`config.mk`:
```
export PLATFORM = sky130hd
export DESIGN_NAME = dbg_trap_seq
export DESIGN_NICKNAME = d
export VERILOG_FILES = /design/src/rtl/dbg_trap_pkg.sv /design/src/rtl/dbg_swint_check.sv /design/src/rtl/dbg_step_track.sv /design/src/rtl/dbg_trap_seq.sv
export SDC_FILE = /design/constraint.sdc
export NUM_CORES = 1
export LEC_CHECK = 0
export BUFFER_PORTS_ARGS = -buffer_cell sky130_fd_sc_hd__buf_4
export CELL_PAD_IN_SITES_DETAIL_PLACEMENT = 1
export CELL_PAD_IN_SITES_GLOBAL_PLACEMENT = 2
export CORE_ASPECT_RATIO = 2
export CORE_MARGIN = 2
export CORE_UTILIZATION = 29
export CTS_CLUSTER_SIZE = 10
export DETAILED_ROUTE_END_ITERATION = 6
export GPL_TIMING_DRIVEN = 0
export PLACE_DENSITY_LB_ADDON = 0.1
export SYNTH_ARGS = -nofsm -noshare
export SYNTH_HDL_FRONTEND = slang
export SYNTH_SLANG_ARGS = --single-unit
```
`constraint.sdc`:
```
create_clock -name clk -period 2.83 [get_ports clk]
set_input_delay 0.283 -clock clk [delete_from_list [all_inputs] [get_ports clk]]
set_output_delay 0.283 -clock clk [all_outputs]
set_load 0.02 [all_outputs]
```
`src/rtl/dbg_trap_pkg.sv`:
```
package dbg_trap_pkg;

  typedef enum logic [1:0] {
    MODE_REAL = 2'd0,
    MODE_PROT = 2'd1,
    MODE_V86  = 2'd2,
    MODE_RSVD = 2'd3
  } cpu_mode_e;

  localparam logic [7:0] VEC_STEP = 8'd1;
  localparam logic [7:0] VEC_BRK  = 8'd3;
  localparam logic [7:0] VEC_GP   = 8'd13;

  // Privilege check for the explicit-vector software interrupt.
  function automatic logic swint_denied(input logic [1:0] mode,
                                        input logic [1:0] cpl,
                                        input logic [1:0] iopl);
    return (cpu_mode_e'(mode) != MODE_REAL) && (cpl > iopl);
  endfunction

endpackage

```
`src/rtl/dbg_swint_check.sv`:
```
module dbg_swint_check
  import dbg_trap_pkg::*;
#(
  parameter int          ADDR_W  = 32,
  parameter logic [7:0]  BRK_OPC = 8'hCC,
  parameter logic [7:0]  INT_OPC = 8'hCD,
  parameter int          INT_LEN = 2
) (
  input  logic [7:0]        opcode,
  input  logic [7:0]        operand,
  input  logic [1:0]        mode,
  input  logic [1:0]        cpl,
  input  logic [1:0]        iopl,
  input  logic [ADDR_W-1:0] next_pc,
  output logic              own_hit,
  output logic [7:0]        own_vec,
  output logic [ADDR_W-1:0] own_addr
);
  localparam logic [ADDR_W-1:0] LEN = ADDR_W'(INT_LEN);

  logic is_brk, is_int, denied;

  assign is_brk = (opcode == BRK_OPC);
  assign is_int = (opcode == INT_OPC);
  assign denied = swint_denied(mode, cpl, iopl);

  always_comb begin
    own_hit  = 1'b0;
    own_vec  = 8'd0;
    own_addr = next_pc;
    if (is_brk) begin
      own_hit = 1'b1;
      own_vec = VEC_BRK;
    end else if (is_int) begin
      own_hit = 1'b1;
      if (denied) begin
        own_vec  = VEC_GP;
        own_addr = next_pc - LEN;
      end else begin
        own_vec  = operand;
      end
    end
  end
endmodule

```
`src/rtl/dbg_step_track.sv`:
```
module dbg_step_track #(
  parameter int ADDR_W = 32
) (
  input  logic              clk,
  input  logic              rst_n,
  input  logic              rt_valid,
  input  logic              tf,
  input  logic              ss_load,
  input  logic              own_hit,
  input  logic [ADDR_W-1:0] next_pc,
  output logic              step_hit,
  output logic [ADDR_W-1:0] step_addr
);
  logic              pend_q;
  logic [ADDR_W-1:0] pend_addr_q;
  logic              arm, report_pend, report_now;

  assign arm         = tf && !ss_load;
  assign report_pend = rt_valid && pend_q && !ss_load && !own_hit;
  assign report_now  = rt_valid && !pend_q && arm && !own_hit;
  assign step_hit    = report_pend || report_now;
  assign step_addr   = pend_q ? pend_addr_q : next_pc;

  always_ff @(posedge clk) begin
    if (!rst_n) begin
      pend_q      <= 1'b0;
      pend_addr_q <= '0;
    end else if (rt_valid) begin
      if (own_hit) begin
        if (arm) begin
          pend_q      <= 1'b1;
          pend_addr_q <= next_pc;
        end
      end else if (!ss_load && pend_q) begin
        pend_q <= arm;
        if (arm) pend_addr_q <= next_pc;
      end
    end
  end


  defer_kept_chk: assert property (@(posedge clk) disable iff (!rst_n)
    (rt_valid && own_hit && arm) |=> (pend_q && pend_addr_q == $past(next_pc)));


  ss_hold_chk: assert property (@(posedge clk) disable iff (!rst_n)
    (rt_valid && ss_load && !own_hit) |=> (pend_q == $past(pend_q)));
endmodule

```
`src/rtl/dbg_trap_seq.sv`:
```
module dbg_trap_seq
  import dbg_trap_pkg::*;
#(
  parameter int          ADDR_W   = 32,
  parameter int          FLAG_W   = 32,
  parameter int          TF_BIT   = 8,
  parameter logic [31:0] RESET_PC = 32'hFFFF_FFF0,
  parameter logic [7:0]  BRK_OPC  = 8'hCC,
  parameter logic [7:0]  INT_OPC  = 8'hCD,
  parameter int          INT_LEN  = 2
) (
  input  logic              clk,
  input  logic              rst_n,
  input  logic              rt_valid,
  input  logic [7:0]        rt_opcode,
  input  logic [7:0]        rt_operand,
  input  logic              rt_ss_load,
  input  logic [ADDR_W-1:0] rt_next_pc,
  input  logic [FLAG_W-1:0] rt_flags,
  input  logic [1:0]        rt_mode,
  input  logic [1:0]        rt_cpl,
  input  logic [1:0]        rt_iopl,
  output logic              exc_valid,
  output logic [7:0]        exc_vector,
  output logic [ADDR_W-1:0] exc_ret_addr
);
  localparam logic [ADDR_W-1:0] RST_ADDR = RESET_PC[ADDR_W-1:0];

  logic              own_hit, step_hit, tf, flags_unused;
  logic [7:0]        own_vec;
  logic [ADDR_W-1:0] own_addr, step_addr;
  logic              primed_q;

  assign tf           = rt_flags[TF_BIT];
  assign flags_unused = ^rt_flags;

  dbg_swint_check #(
    .ADDR_W(ADDR_W), .BRK_OPC(BRK_OPC), .INT_OPC(INT_OPC), .INT_LEN(INT_LEN)
  ) u_swint (
    .opcode(rt_opcode), .operand(rt_operand), .mode(rt_mode),
    .cpl(rt_cpl), .iopl(rt_iopl), .next_pc(rt_next_pc),
    .own_hit(own_hit), .own_vec(own_vec), .own_addr(own_addr)
  );

  dbg_step_track #(.ADDR_W(ADDR_W)) u_step (
    .clk(clk), .rst_n(rst_n), .rt_valid(rt_valid), .tf(tf),
    .ss_load(rt_ss_load), .own_hit(own_hit), .next_pc(rt_next_pc),
    .step_hit(step_hit), .step_addr(step_addr)
  );

  // Own exception of the retiring instruction outranks any step trap.
  always_ff @(posedge clk) begin
    if (!rst_n) begin
      exc_valid    <= 1'b0;
      exc_vector   <= 8'd0;
      exc_ret_addr <= RST_ADDR;
      primed_q     <= 1'b0;
    end else begin
      primed_q  <= 1'b1;
      exc_valid <= rt_valid && (own_hit || step_hit);
      if (rt_valid && own_hit) begin
        exc_vector   <= own_vec;
        exc_ret_addr <= own_addr;
      end else if (rt_valid && step_hit) begin
        exc_vector   <= VEC_STEP;
        exc_ret_addr <= step_addr;
      end
    end
  end


  pulse_src_chk: assert property (@(posedge clk) disable iff (!rst_n)
    (primed_q && exc_valid) |-> $past(rt_valid));


  brk_vec_chk: assert property (@(posedge clk) disable iff (!rst_n)
    (rt_valid && rt_opcode == BRK_OPC) |=>
      (exc_valid && exc_vector == VEC_BRK && exc_ret_addr == $past(rt_next_pc)));


  gp_fault_chk: assert property (@(posedge clk) disable iff (!rst_n)
    (rt_valid && rt_opcode == INT_OPC && rt_mode != 2'd0 && rt_cpl > rt_iopl) |=>
      (exc_valid && exc_vector == VEC_GP &&
       exc_ret_addr == $past(rt_next_pc) - ADDR_W'(INT_LEN)));


  swint_pass_chk: assert property (@(posedge clk) disable iff (!rst_n)
    (rt_valid && rt_opcode == INT_OPC && (rt_mode == 2'd0 || rt_cpl <= rt_iopl)) |=>
      (exc_valid && exc_vector == $past(rt_operand)));


  ss_mask_chk: assert property (@(posedge clk) disable iff (!rst_n)
    (rt_valid && rt_ss_load && rt_opcode != BRK_OPC && rt_opcode != INT_OPC) |=>
      !exc_valid);


  hold_chk: assert property (@(posedge clk) disable iff (!rst_n)
    (primed_q && !exc_valid) |-> $stable(exc_ret_addr));
endmodule

```
== After elaboration in Yosys (flattened, before gate mapping) ==
Cells that the tools add are included.
W data, S select, Z words.
Operators by class
  add/subtract/negate cells: 1
  $lt $le $gt $ge: 1
  eq/ne operators: 3
  mux-type cells: 19
  reductions and logical operators: 22
Operator list (number)
  $mux W32: 9
  $mux W8: 5
  $sub A32 B2 Y32 const B: 1
  $eq A8 B8 Y1 const B: 2
  $logic_and A1 B1 Y1: 12
  $reduce_bool A2 Y1: 3
  $mux W1: 5
  $logic_not A1 Y1: 3
  $reduce_and A3 Y1: 1
  $gt A2 B2 Y1: 1
  $logic_or A1 B1 Y1: 2
  $ne A2 B1 Y1 const B: 1
  $reduce_and A2 Y1: 1
Storage, ports and cells
  register bits after elaboration: 74
  input port bits: 90

== Longest topological paths before layout ==
Gate-level depths: netlist of the first run.
  depth in word-level cells: 9
  depth in mapped cells: 9
  depth with buffers taken out: 7

== Cells and area by module ==
From an unflattened synthesis of the first run, not the netlist that was laid out.
Unflattened totals
  cell total of the unflattened synthesis: 491
  area total of the unflattened synthesis: 4396.7 um^2
Modules (own cells, without submodules)
  dbg_trap_seq: instances 1, cells an instance 188, area an instance 1794.2 um^2, seq. area each 820.8 um^2
  dbg_step_track: instances 1, cells an instance 185, area an instance 1762.9 um^2, seq. area each 660.6 um^2
  dbg_swint_check: instances 1, cells an instance 118, area an instance 839.6 um^2, seq. area each 0.0 um^2

== Least setup slack after synthesis of the first run ==
No wires, ideal clock.
  path type: input to register
  start point: in rt_cpl[0]
  end point: reg exc_ret_addr[22]
  setup time: 62 ps
  data arrival time: 2361 ps
  required time: 2768 ps
  slack: 407 ps
  cell stages on the path: 9
  buffers on the path: 2
  cell sequence: inv_1 > ha_1 > a2bb2oi_1 > o21ai_0 > clkbuf_1 > or4_1 > buf_2 > or4_1 > nand3_1
On the way
  longest elaborated chain between the ends: 6
Ends and longest elaborated chain
  from (decl): RTL line dbg_trap_seq.sv:21  | input logic [1:0] rt_cpl,
  $gt A2 B2 Y1: RTL line dbg_trap_pkg.sv:18  | return (cpu_mode_e'(mode) != MODE_REAL) && (cpl > iopl);
  $logic_and A1 B1 Y1: RTL line dbg_trap_pkg.sv:18
  $mux W32: RTL line dbg_swint_check.sv:36  | if (denied) begin
  $mux W32: RTL line dbg_swint_check.sv:34  | end else if (is_int) begin
  $mux W32: RTL line dbg_swint_check.sv:31  | if (is_brk) begin
  $mux W32: RTL line dbg_trap_seq.sv:61  | if (rt_valid && own_hit) begin
  to (signal assigned): RTL line dbg_trap_seq.sv:63  | exc_ret_addr <= own_addr;
  to (signal assigned): RTL line dbg_trap_seq.sv:66  | exc_ret_addr <= step_addr;
  to (decl): RTL line dbg_trap_seq.sv:25  | output logic [ADDR_W-1:0] exc_ret_addr
No other way between the ends.
A chain may end at the register's enable or synchronous reset.

== Worst setup path in the final report of the first run ==
  start point: in rt_cpl[1]
  end point: reg exc_ret_addr[28]
Same word-level chain as after synthesis.

==> out/metrics.yaml, run 1 <==
status: "finished clean"
hold_viol_final: 0
cts_hold_buf: 0
worst_ep_required_time_ns: 3.06
slew_violations: 0
critPathBufInv: 2
seqCellArea_um2: 1480
multi_input_area_um2: 2420
cts.path.max_buffers: 2
drive_gt1_share_pct: 23.0
ant_nets: 0
startpoint: "rt_cpl[1]"
slew_headroom_pct: 34.6
htree_levels: 3
fin_ws_ns: 0.229
end_kind: "flip-flop"
start_util_pct: 29.6
antenna_found_initial: 0
grt_max_degree: 20
fin_nets: 679
rsz0062_at_grt: "no"
ir_worst_vdd_v: 0.000289
firstDrtPassIters: 4
clock.fmax_mhz: 384
r2r-start: "u_step.pend_q$_SDFFE_PN0P_"
cp_max_fo: 10
cts_sinks: 74
period_needed_ns: 2.60
arrival_ns: 2.83
ys_ff_latch: 74
holdWs_ns: 0.187
critPathKind: "input pin to flip-flop"
seq_area_frac_synth_pct: 36.2
die_h_um: 172
critical-path-slowest-cell: "nor3_1"
cts_tree: "done"
hp-class: "input pin to flip-flop"
postSynth.asyncResetShare_pct: 0
synthFlopType: "dfxtp_1"
crit_family: "simple AND/OR/NAND/NOR gates"
via_per_inst: 5.50
yosys_warnings: 0
setup_tns_ns: 0
synthCells: 483
dpl-instance-area_um2: 5030
nFillCells: 1662
die_area_um2: 15100
drc: 0
setup-violations-final: 0
synthTopCellsByArea: "dfxtp_1, mux2i_1, nor2_1"
io_pins: 131
wl_per_cell_um: 21.8
post_cts_buffers: 0
core_um2: 13800
dp_hpwl_um: 12900
grt_pass1_vias: 4610
clock_skew_ns: 0.00742
ys_top_cells_by_count: "dfxtp_1, nor2_1, mux2i_1"
period_share_pct: 91.9
worstMarginPinSlew_ns: 0.974
power_density_nw_per_um2: 489
place.gp.congestion: 0.847
std_cell_rows: 61
synth.distinct_cells: 61
wl_um: 17000
worstSkewPairLatency_ns: 0.34
port_buffers: 93
diodes: 0
area_growth_pct: 30.5
cts_root_buf: "clkbuf_16"
die_w_um: 88
yosysMostFrequentCell: "dfxtp_1"
synth_edf_count: 0
max_stage_delay_ns: 0.87
overflow: 0
synth_area_leader_cell: "dfxtp_1"
place_ws_ns: -0.283
gr-usage-all-layers_pct: 23.0
syn_area_per_cell_um2: 8.47
totalPowerFinal_mw: 2.61
p_leak_nw: 1.93
cp_cell_sequence: "buf_4 > ha_1 > nor2b_1 > o21ai_0 > clkbuf_1 > nor3_1 > a311oi_1 > o311ai_0"
syn_nets: 576
drt_iter0_drc: 142
syn_area_um2: 4090
crit_path_start_kind: "input pin"
num_vias: 4288
max_cap_viol_count: 0
synth_top_cell_area_share_pct: 36.2
path_clk_slew_ns: 0.06
cts_inserted_buffers: 9
fin_area_um2: 5340
grt_pass1_wl_um: 25800
hold_start: "rt_operand[0]"
[flip-flops by register name (all words and copies together), names as in the netlist]
register,cells
u_step.pend_addr_q,32
exc_vector,8
u_step.pend_q,1
exc_valid,1
exc_ret_addr,32
[power breakdown]
part           leakage, nW  switching (mW)  internal, mW
logic                 1.19           0.208         0.142
registers            0.601          0.0161          1.07
clock network        0.142           0.499         0.682
total                 1.93           0.723          1.89
[cell type report]
| type | instances | area share [%] |
|---|---|---|
| buffer | 37 | 3.09 |
| clock inverter | 7 | 1.29 |
| timing repair buffer | 93 | 13.1 |
| clock buffer | 9 | 4.22 |
| tap | 189 | 4.43 |
| inverter | 12 | 0.843 |
| sequential | 74 | 27.7 |
| multi-input combinational | 359 | 45.3 |
[through the flow]
step | std cells | utilization [%]
after global routing | 780 | 38.7
after detailed placement | 765 | 36.4
after global placement | 765 | 36.4
final | 780 | 38.7
after floorplan | 483 | -
after CTS | 780 | 38.5
[final timing paths]
kind | endpoint | slack, ns | cells after the start
setup / recovery | exc_ret_addr[28]$_SDFFE_PN1P_ | 0.23 | 8
hold / removal | exc_vector[0]$_SDFFE_PN0P_ | 0.19 | 3
setup reg to reg | exc_ret_addr[2]$_SDFFE_PN0P_ | 0.27 | 6
hold reg to reg | exc_vector[3]$_SDFFE_PN0P_ | 0.46 | 2
[per-layer routing]
metal / global-route usage (%) / vias to the layer above / share of wire [%]
li1: - / 2021 / -
met1: 24.5 / 2124 / 38
met2: 43.0 / 112 / 55
met3: 2.86 / 31 / 2.8
met4: 11.1 / 0 / 3.9
met5: 0 / - / 0
[cells in the final DEF, fill, tap and decap left out, drive strengths merged, types with 3 or more instances in the layout]
cell type	instances
buf	105
dfxtp	74
nor2	56
mux2i	50
clkbuf	34
o21ai	24
a21oi	21
nand2	21
nor3	21
nand3	17
or3	15
inv	13
o211ai	11
nor4	10
and3	9
or4	8
o311ai	8
nand4b	5
a211oi	5
mux2	5
a221o	5
o22ai	5
a22oi	5
o21a	3
nand4	3
or2	3
nor4b	3
o211a	3
a2111oi	3
ha	3
clkinv	3
[tightest hold or removal path: stages]
cell     delay [ns]
buf_4          0.08
inv_1          0.03
a21oi_1        0.10
[kinds of logic after synthesis]
logic type	Yosys count	share of synthesized area, %
compound gates	115	19.6
xor+xnor	4	0.856
fa+ha+maj	3	0.917
buf+inv	50	5.14
flops	74	36.2
mux	55	13.6
simple gates	182	23.7
[timing repair]
item,in CTS,in global routing
pin swaps,0,0
endpoints found under the hold margin,0,0
endpoints found under the setup margin,27,12
resized for setup,3,5
(Power assumes the default switching activity.)
==> inputs of run 2 (changes only) <==
--- a/config.mk
+++ b/config.mk
@@ -6,15 +6,13 @@
 export NUM_CORES = 1
 export LEC_CHECK = 0
 export BUFFER_PORTS_ARGS = -buffer_cell sky130_fd_sc_hd__buf_4
-export CELL_PAD_IN_SITES_DETAIL_PLACEMENT = 1
-export CELL_PAD_IN_SITES_GLOBAL_PLACEMENT = 2
 export CORE_ASPECT_RATIO = 2
 export CORE_MARGIN = 2
-export CORE_UTILIZATION = 29
+export CORE_UTILIZATION = 50
 export CTS_CLUSTER_SIZE = 10
 export DETAILED_ROUTE_END_ITERATION = 6
 export GPL_TIMING_DRIVEN = 0
-export PLACE_DENSITY_LB_ADDON = 0.1
+export PLACE_DENSITY = 0.79
 export SYNTH_ARGS = -nofsm -noshare
 export SYNTH_HDL_FRONTEND = slang
 export SYNTH_SLANG_ARGS = --single-unit
==> run 2 against run 1 <==
  * Register-to-register slack got worse by 0.03 ns
  * First-iteration DRC count is 140% higher
  * Total power fell by 1.4%
  * Global-route usage grew 9.1 points
  * Clock-buffer cell count increased by 3
  * Clock power is essentially flat
  * Flip-flop and latch count is the same
  * Maximum frequency up 0.36%
  * Die area is 41% lower
  * Routed wire length fell by 18%
  * Design area is 2.4% lower
  * Hold slack got worse by 0.011 ns
==> out/metrics.yaml, run 2 (synthesized netlist as in run 1, its figures left out) <==
status: "finished clean"
fin_util_pct: 65.6  # +27 points
htree_levels: 3  # unchanged
start_util_pct: 51.5  # +22 points
io_pins: 131  # unchanged
max_cap_viol_count: 0  # unchanged
p_leak_nw: 1.93  # -0.27%
hp-class: "input pin to flip-flop"
clock.fmax_mhz: 386  # +0.36%
die_h_um: 132  # -23%
totalPowerFinal_mw: 2.58  # -1.4%
die_area_um2: 8970  # -41%
period_needed_ns: 2.59  # -0.00931 ns
post_cts_buffers: 0  # unchanged
drc: 0  # unchanged
cp_max_fo: 10  # unchanged
grt_max_degree: 13  # -35%
wl_um: 13900  # -18%
critPathBufInv: 2  # unchanged
place_inst: 672  # -12%
cp_common_cell: "clkbuf_1"
fin_cells: 687  # -12%
wl_per_cell_um: 20.3  # -7.0%
ir_worst_vdd_v: 0.000382  # +32%
area_growth_pct: 27.3
critical-path-slowest-cell: "clkbuf_1"
port_buffers: 93  # unchanged
top_regs: "exc_ret_addr (32), u_step.pend_addr_q (32), exc_vector (8)"
dp_hpwl_um: 10400  # -20%
cts_inserted_buffers: 9  # unchanged
grt_pass1_wl_um: 21800  # -15%
grt_pass1_vias: 4424  # -4.0%
hold_viol_final: 0  # unchanged
cts_root_buf: "clkbuf_16"
place.gp.congestion: 0.977  # +15%
slew_violations: 0  # unchanged
cts_tree: "done"
num_vias: 4454  # +3.9%
core_um2: 7940  # -43%
period_share_pct: 91.6  # -0.33 points
setup-violations-final: 0  # unchanged
path_clk_slew_ns: 0.06  # about the same
layout_common_cells: "buf_4, dfxtp_1, nor2_1"
ant_nets: 0  # unchanged
max_stage_delay_ns: 0.58  # -0.29 ns
worst_ep_required_time_ns: 3.06  # about the same
firstDrtPassIters: 5  # +1
nFillCells: 712  # -57%
die_w_um: 68.0  # -23%
antenna_found_initial: 0  # unchanged
setup_tns_ns: 0  # unchanged
rsz0062_at_grt: "no"
diodes: 0  # unchanged
drt_iter0_drc: 339  # +140%
end_kind: "flip-flop"
worstMarginPinSlew_ns: 0.795  # -0.178 ns
clock_skew_ns: 0.00924  # +0.00182 ns
drive_gt1_share_pct: 21.8  # -1.2 points
overflow: 0  # unchanged
gr-usage-all-layers_pct: 32.1  # +9.1 points
worstSkewPairLatency_ns: 0.35  # about the same
fin_nets: 679  # unchanged
arrival_ns: 2.83  # about the same
crit_family: "buffers and inverters"
via_per_inst: 6.48  # +18%
slew_headroom_pct: 46.6  # +12 points
crit_path_start_kind: "flip-flop"
cts.path.max_buffers: 2  # unchanged
final_common_cell: "buf_4"
cts_sinks: 74  # unchanged
critPathKind: "flip-flop to flip-flop"
cp_cell_sequence: "o21ba_2 > a22oi_2 > clkbuf_1 > clkbuf_1 > nand3_1 > o41ai_1"
holdWs_ns: 0.177  # -0.0105 ns
power_density_nw_per_um2: 495  # +1.1%
cts_resized: 0  # -3
cts_hold_buf: 0  # unchanged
std_cell_rows: 46  # -25%
## run 2: area by class of cell
type | count | area (um^2) | share of cell area [%]
clock inverter | 4 | 51.3 | 0.984
sequential | 74 | 1480 | 28.4
timing repair buffer | 93 | 698 | 13.4
buffer | 37 | 163 | 3.12
tap | 96 | 120 | 2.30
inverter | 12 | 45.0 | 0.864
clock buffer | 12 | 246 | 4.73
multi-input combinational | 359 | 2410 | 46.2
## run 2: routing by layer
layer / vias to the layer above / part of all wire [%] / GRT usage [%]
met2: 235 / 53 / 54.4
met4: 0 / 6.6 / 24.1
met3: 71 / 6.2 / 5.29
met5: - / 0 / 0
met1: 2126 / 34 / 33.4
li1: 2022 / - / -
## run 2: worst paths after layout
path,slack [ns],endpoint,from,cells after the start
min reg2reg,0.47,exc_vector[2]$_SDFFE_PN0P_,exc_vector[2]$_SDFFE_PN0P_,2
max,0.24,exc_ret_addr[1]$_SDFFE_PN0P_,u_step.pend_q$_SDFFE_PN0P_,6
min,0.18,exc_vector[7]$_SDFFE_PN0P_,rt_operand[7],3
max reg2reg,0.24,exc_ret_addr[1]$_SDFFE_PN0P_,u_step.pend_q$_SDFFE_PN0P_,6
## run 2: worst reg2reg max path, stage by stage, from the launching register on
cell      delay [ns]
dfxtp_1         0.36
o21ba_2         0.26
a22oi_2         0.43
clkbuf_1        0.58
clkbuf_1        0.58
nand3_1         0.17
o41ai_1         0.10
## run 2: per-stage QoR
stage | area [um^2] | setup WS [ns]
floorplan | 4090 | 0.407
global placement | 4910 | -0.00326
detailed placement | 4910 | -0.0415
CTS | 5210 | 0.124
global route | 5210 | 0.0856
finish | 5210 | 0.238
## run 2: where the power goes
group          switching, mW  leakage [nW]  internal [mW]
registers             0.0158         0.601           1.07
logic                  0.197          1.18          0.140
clock network          0.450         0.143          0.707
